==> src/rtl/mfreg_pkg.sv <==
// Shared types for the multifunction register.
// Assumes: the select code is two bits wide; clear is carried beside it.
package mfreg_pkg;

    // Multiplexer select codes seen by every bit slice.
    typedef enum logic [1:0] {
        SEL_HOLD = 2'b00,
        SEL_SHR  = 2'b01,
        SEL_SHL  = 2'b10,
        SEL_LOAD = 2'b11
    } mux_sel_e;

    // Raw function requests gathered from the pins.
    typedef struct packed {
        logic ld;
        logic clr;
        logic shl;
        logic shr;
    } fn_req_t;

endpackage

==> src/rtl/mfreg_prio.sv <==
// Priority resolver: turns independent request pins into one mux select.
// Order: load > clear > shift-left > shift-right > hold.
// Assumes: request pins are synchronous to clk.
module mfreg_prio
    import mfreg_pkg::*;
(
    input  fn_req_t  req,
    output mux_sel_e sel,
    output logic     zero
);

    // Resolve the winning request; clear rides on the hold code with zero forcing.
    always_comb begin
        sel  = SEL_HOLD;
        zero = 1'b0;
        if (req.ld) begin
            sel = SEL_LOAD;
        end else if (req.clr) begin
            zero = 1'b1;
        end else if (req.shl) begin
            sel = SEL_SHL;
        end else if (req.shr) begin
            sel = SEL_SHR;
        end
    end

endmodule

==> src/rtl/mfreg_bitslice.sv <==
// One bit of the register's next-state logic: a four-way mux plus a zero force.
// Assumes: neighbour inputs are already wired to the correct adjacent bit or fill.
module mfreg_bitslice
    import mfreg_pkg::*;
(
    input  logic     cur,
    input  logic     par_bit,
    input  logic     from_lower,
    input  logic     from_upper,
    input  mux_sel_e sel,
    input  logic     zero,
    output logic     nxt
);

    // Pick the next value of this bit, then apply clear.
    always_comb begin
        case (sel)
            SEL_SHR:  nxt = from_upper;
            SEL_SHL:  nxt = from_lower;
            SEL_LOAD: nxt = par_bit;
            default:  nxt = cur;
        endcase
        if (zero) nxt = 1'b0;
    end

endmodule

==> src/rtl/mfunc_reg.sv <==
// Multifunction register top: priority resolver, one mux slice per bit,
// state register and serial output.
// Assumes: WIDTH >= 2; all inputs synchronous to clk; reset synchronous, active low.
module mfunc_reg
    import mfreg_pkg::*;
#(
    parameter int WIDTH = 8
) (
    input  logic             clk,
    input  logic             rst_n,
    input  logic             ld_en,
    input  logic             clr_en,
    input  logic             shl_en,
    input  logic             shr_en,
    input  logic             rot_en,
    input  logic [WIDTH-1:0] par_in,
    input  logic             shl_in,
    input  logic             shr_in,
    output logic [WIDTH-1:0] q,
    output logic             ser_out
);

    localparam int MSB = WIDTH - 1;

    fn_req_t        req;
    mux_sel_e       sel;
    logic           zero;
    logic           fill_lo;
    logic           fill_hi;
    logic [MSB:0]   q_r;
    logic [MSB:0]   nxt;
    logic [MSB:0]   lower_nb;
    logic [MSB:0]   upper_nb;

    // Collect the request pins.
    assign req = '{ld: ld_en, clr: clr_en, shl: shl_en, shr: shr_en};

    mfreg_prio u_prio (
        .req  (req),
        .sel  (sel),
        .zero (zero)
    );

    // Fill bits: serial inputs, or the departing bit in rotate mode.
    always_comb begin
        fill_lo = rot_en ? q_r[MSB] : shl_in;
        fill_hi = rot_en ? q_r[0]   : shr_in;
    end

    // Neighbour wiring and one slice per bit.
    generate
        for (genvar i = 0; i < WIDTH; i++) begin : g_bit
            if (i == 0) begin : g_lsb
                assign lower_nb[i] = fill_lo;
            end else begin : g_mid_lo
                assign lower_nb[i] = q_r[i-1];
            end
            if (i == MSB) begin : g_msb
                assign upper_nb[i] = fill_hi;
            end else begin : g_mid_hi
                assign upper_nb[i] = q_r[i+1];
            end
            mfreg_bitslice u_slice (
                .cur        (q_r[i]),
                .par_bit    (par_in[i]),
                .from_lower (lower_nb[i]),
                .from_upper (upper_nb[i]),
                .sel        (sel),
                .zero       (zero),
                .nxt        (nxt[i])
            );
        end
    endgenerate

    // State register with synchronous active-low reset.
    always_ff @(posedge clk) begin
        if (!rst_n) q_r <= '0;
        else        q_r <= nxt;
    end

    // Serial output: the bit leaving during the current shift.
    always_comb begin
        case (sel)
            SEL_SHL: ser_out = q_r[MSB];
            SEL_SHR: ser_out = q_r[0];
            default: ser_out = 1'b0;
        endcase
    end

    assign q = q_r;


    reset_zero_chk: assert property (@(posedge clk) !rst_n |=> (q_r == '0));


    load_take_chk: assert property (@(posedge clk) disable iff (!rst_n)
        ld_en |=> (q_r == $past(par_in)));


    clear_zero_chk: assert property (@(posedge clk) disable iff (!rst_n)
        (clr_en && !ld_en) |=> (q_r == '0));


    shl_move_chk: assert property (@(posedge clk) disable iff (!rst_n)
        (shl_en && !ld_en && !clr_en) |=>
        (q_r == {$past(q_r[MSB-1:0]), ($past(rot_en) ? $past(q_r[MSB]) : $past(shl_in))}));


    shr_move_chk: assert property (@(posedge clk) disable iff (!rst_n)
        (shr_en && !shl_en && !ld_en && !clr_en) |=>
        (q_r == {($past(rot_en) ? $past(q_r[0]) : $past(shr_in)), $past(q_r[MSB:1])}));


    hold_keep_chk: assert property (@(posedge clk) disable iff (!rst_n)
        (!ld_en && !clr_en && !shl_en && !shr_en) |=> $stable(q_r));


    serout_idle_chk: assert property (@(posedge clk) disable iff (!rst_n)
        (!shl_en && !shr_en) |-> (ser_out == 1'b0));

endmodule

==> config.mk <==
export PLATFORM = sky130hd
export DESIGN_NAME = mfunc_reg
export DESIGN_NICKNAME = d
export VERILOG_FILES = /design/src/rtl/mfreg_pkg.sv /design/src/rtl/mfreg_prio.sv /design/src/rtl/mfreg_bitslice.sv /design/src/rtl/mfunc_reg.sv
export SDC_FILE = /design/constraint.sdc
export NUM_CORES = 1
export LEC_CHECK = 0
export BUFFER_PORTS_ARGS = -buffer_cell sky130_fd_sc_hd__buf_2
export CAP_MARGIN = 20
export CORE_AREA = 4 4 42 44
export CTS_CLUSTER_DIAMETER = 100
export DETAILED_ROUTE_END_ITERATION = 6
export DIE_AREA = 0 0 46 48
export GPL_TIMING_DRIVEN = 0
export PLACE_DENSITY = 0.84
export SYNTH_ARGS = -nofsm -noshare
export SYNTH_HDL_FRONTEND = slang
export SYNTH_SLANG_ARGS = --single-unit
==> constraint.sdc <==
create_clock -name clk -period 1.9 [get_ports clk]
set_input_delay 0.38 -clock clk [delete_from_list [all_inputs] [get_ports clk]]
set_output_delay 0.38 -clock clk [all_outputs]
set_load 0.02 [all_outputs]
# ---- Word level (Yosys, flattened, before mapping)
# Cells that the tools add are included.
dict set report op_classes {
  n_eq_ne 3
  mux 17
  bitwise 1
  reduce_logical 2
}
# cell n
set ops {}
lappend ops {{$pmux W1 S3} 8}
lappend ops {{$mux W2} 3}
lappend ops {{$mux W1} 5}
lappend ops {{$eq A2 B2 Y1 const B} 2}
lappend ops {{$reduce_bool A3 Y1} 1}
lappend ops {{$eq A2 B1 Y1 const B} 1}
lappend ops {{$pmux W1 S2} 1}
lappend ops {{$reduce_or A2 Y1} 1}
lappend ops {{$not A1 Y1} 1}
dict set report totals {
  register_bits 8
  in_bits 17
  out_inout_bits 9
  wordCells 24
}

# ---- Depth between registers and ports, before layout
dict set report depth {
  depth_word 6
  ltp_mapped 8
  mapped_depth_nobuf 7
}

# ---- Hierarchy
# Synthesis repeated with hierarchy kept, for this count alone.
dict set report unflattened {
  cells_unflattened 45
  area_unflattened_um2 600.6
}
# module n_inst cells_per_inst area_per_inst_um2 seq_area_each_um2
set by_module_without_submodules {}
lappend by_module_without_submodules {mfreg_bitslice 8 2 36.3 0.0}
lappend by_module_without_submodules {mfunc_reg 1 24 284.0 160.2}
lappend by_module_without_submodules {mfreg_prio 1 5 26.3 0.0}

# ---- Least setup slack after synthesis
# No wires, ideal clock.
dict set report synth_path {
  path_type {input-to-output}
  start {in clr_en}
  end {out ser_out}
  arrival_time_ns 1.334
  required_ns 1.520
  path_slack_ns 0.186
  cell_stages 6
  n_path_buf 1
  path_cell_list {nor2_1 -> a21oi_1 -> ha_1 -> buf_6 -> a22oi_1 -> nor2_1}
}
dict set report synth_between {
  elab_chain_len 4
  word_cells_on_any_way 5
  classes_between {eq/ne (2); mux (3)}
}
# item line_no
set synth_rtl {}
lappend synth_rtl {{from (decl)} mfunc_reg.sv:12} ;# input logic clr_en,
lappend synth_rtl {{$mux W2 *} mfreg_prio.sv:18} ;# end else if (req.clr) begin
lappend synth_rtl {{$mux W2 *} mfreg_prio.sv:16} ;# if (req.ld) begin
lappend synth_rtl {{$eq A2 B1 Y1 / $eq A2 B2 Y1 (equally long branches)} mfunc_reg.sv:83} ;# case (sel)
lappend synth_rtl {{$pmux W1 S2 *} mfunc_reg.sv:83}
lappend synth_rtl {{to (decl)} mfunc_reg.sv:20} ;# output logic ser_out
# Every way passes the cells marked *; elsewhere a longest branch is shown, timed or not.

# ---- Worst setup path after layout
# Ends and elaborated chain as after synthesis.

==> reports/qor.txt <==
==========================================================================================
Area share of xor/xnor cells in the synthesized design                                  0%
Pwr Density                                                                     621 mW/mm2
Fin crit period                                                                    1.79 ns
Most frequent standard cell in the layout excluding fill and tap cells               buf_2
Largest voltage drop on the vdd net                                               0.295 mV
Core Footprint                                                                 0.00144 mm2
Placement Rows                                                                          14
Maximum clock path buffer count                                                          2
Number of storage elements in the synthesis netlist                                      8
Post-layout util                                                                     54.6%
Number of global-route vias before repair                                              529
Number of buffers created by CTS                                                         3
Routability cong.                                                                    0.745
Maximum Capacitance Violations                                                           0
Global-route wire length before repair                                             2.20 mm
Vias/cell                                                                             5.42
Multiplexer fraction of the synthesized cell area                                    3.73%
Static Leakage                                                                    0.373 nW
Layout cell share with drive strength beyond 1                                       50.5%
Total GRT Usage                                                                      13.7%
Part of the Yosys area used for sequential elements                                  26.6%
Routed via count                                                                       602
Final-layout setup total negative slack                                               0 ns
Post-synthesis area per instance                                                  9.00 um2
Horiz. Die Dim                                                                       46 um
Placed wire-length estimate after detailed placement                               1.07 mm
Kind of critical path                                                         input pin to primary output
Total Wirelength                                                                   1.43 mm
H-tree depth reported by CTS                                                             1
Adder-cell share of the synthesized area                                             8.30%
Overflow left after global routing                                                       0
Peak fanout along the critical path                                                     10
DRC violations left                                                                      0
Hold Vio Cnt, Final                                                                      0
Rel. slew slack                                                                      57.3%
Critical path data arrival time                                                    1.41 ns
Tcrit/Tclk final                                                                     94.3%
Layout overhead on the synthesized area                                              30.1%
Hold-fix buffers, CTS                                                                    0
Number of antenna violations at the first check in global routing                        0
Required time of the worst setup path                                              1.52 ns
Total count of max-transition violations in the final report                             0
Nets in the synthesized netlist                                                         88
Count of final setup violators                                                           0
Worst skew pair latency                                                            0.26 ns
Total die area                                                                 0.00221 mm2
Simple-gate share of the synthesized area                                            9.54%
Post-route antenna net violation count                                                   0
Placement-stage worst setup slack                                                0.0141 ns
Average routed wire per standard cell                                              12.9 um
Run status                                                                    finished clean
Post-route worst setup slack                                                      0.109 ns
Number of warnings printed during yosys synthesis                                        0
Flip-flop count of the largest register, all copies and words added                      8
Height of the die                                                                    48 um
Largest net degree at the start of global routing                                       11
Design area                                                                        785 um2
Fmax                                                                             0.558 GHz
Worst hold slack after final layout                                               0.514 ns
Effective utilization at floorplan                                                   42.0%
Post-cts gate resize count                                                               0
Largest family of logic cells by synthesized area                             compound AO/OA/AOI/OAI gates
Number of diodes                                                                         0
Synth Area in Compound Gates                                                         29.5%
Kind of end point of the critical path                                        primary output
Final layout net count                                                                 118
Count of mapped cells out of synthesis                                                  67
Slew @ Worst Pin                                                                  0.636 ns
Setup bufs post-CTS                                                                      0
Clock sink count                                                                         8
Synthesized cell area                                                              603 um2
Clock edge transition at the registers on the reported setup and hold paths        0.06 ns
CTS tree                                                                             built
Quantity of I/O buffers inserted on ports                                               25
CTS Root Cell                                                                     clkbuf_4
Leading cell types in the layout, fill and taps excluded                      buf_2, a221oi_1, inv_1
Library cells used by synthesis                                                         15
Hold Crit Class                                                               flop to flop
Initial DRT Pass Iterations                                                              7
Total power after layout                                                          0.487 mW
Count of routing violations after the opening detailed-route iteration                  21
Instance area after placement                                                      748 um2
IO Pins                                                                                 26
Critical path startpoint category                                                input pin
Layout Cells excl Fill                                                                 111
Placed instance count                                                                  108
Post-Route Skew                                                                 0.00153 ns
==========================================================================================
cell usage after synthesis:
library cell / n / area share, %
a221oi_1: 14 / 20
inv_1: 11 / 6.8
buf_4: 8 / 10
dfxtp_1: 8 / 27
nand2_1: 8 / 5.0
ha_1: 4 / 8.3
buf_6: 3 / 5.6
a221oi_2: 2 / 5.0
mux2_2: 2 / 3.7
nor2_1: 2 / 1.2
a21o_1: 1 / 1.2
a21oi_1: 1 / 0.83
a22oi_1: 1 / 1.2
nor2_8: 1 / 3.3
o21ai_1: 1 / 0.83
worst max-delay path, cell delays in order:
cell and delay [ns]:
buf_2 0.10, inv_1 0.05, a21o_1 0.18, ha_2 0.18, buf_6 0.15, a22oi_2 0.18, nor2_1 0.05, buf_2 0.15
cell type report:
type | instances | area, um2
Fill cell | 142 | 652
Multi-Input combinational cell | 37 | 322
Sequential cell | 8 | 160
Timing Repair Buffer | 25 | 125
Buffer | 11 | 93.8
Inverter | 11 | 41.3
Clock buffer | 3 | 22.5
Tap cell | 16 | 20.0
per-layer routing:
layer	global-route usage [%]	share of wire [%]	vias to the layer above
met2	22.8	47	28
met3	2.63	8.4	2
met5	0	0	-
met1	16.8	44	279
li1	-	-	293
met4	6.82	0.84	0
kinds of logic after synthesis:
group                    Yosys count
AO/OA/AOI/OAI                     20
adder cells (fa/ha/maj)            4
buffers and inverters             22
flip-flops                         8
multiplexers                       2
AND/OR/NAND/NOR                   11
final timing paths:
kind | startpoint | endpoint | slack, ns | cells past startpoint
worst max-delay path | clr_en | ser_out | 0.11 | 8
worst min-delay path | q[6] | q[6] | 0.51 | 2
worst max register to register | q[7] | q[0] | 0.92 | 3
worst min register to register | q[6] | q[6] | 0.51 | 2
report_power, final:
part | internal (mW) | switching (mW)
combinational | 0.0768 | 0.0806
clock | 0.0725 | 0.0612
sequential | 0.181 | 0.0150
total | 0.330 | 0.157
No activity file was read; power rests on OpenSTA's default activity.
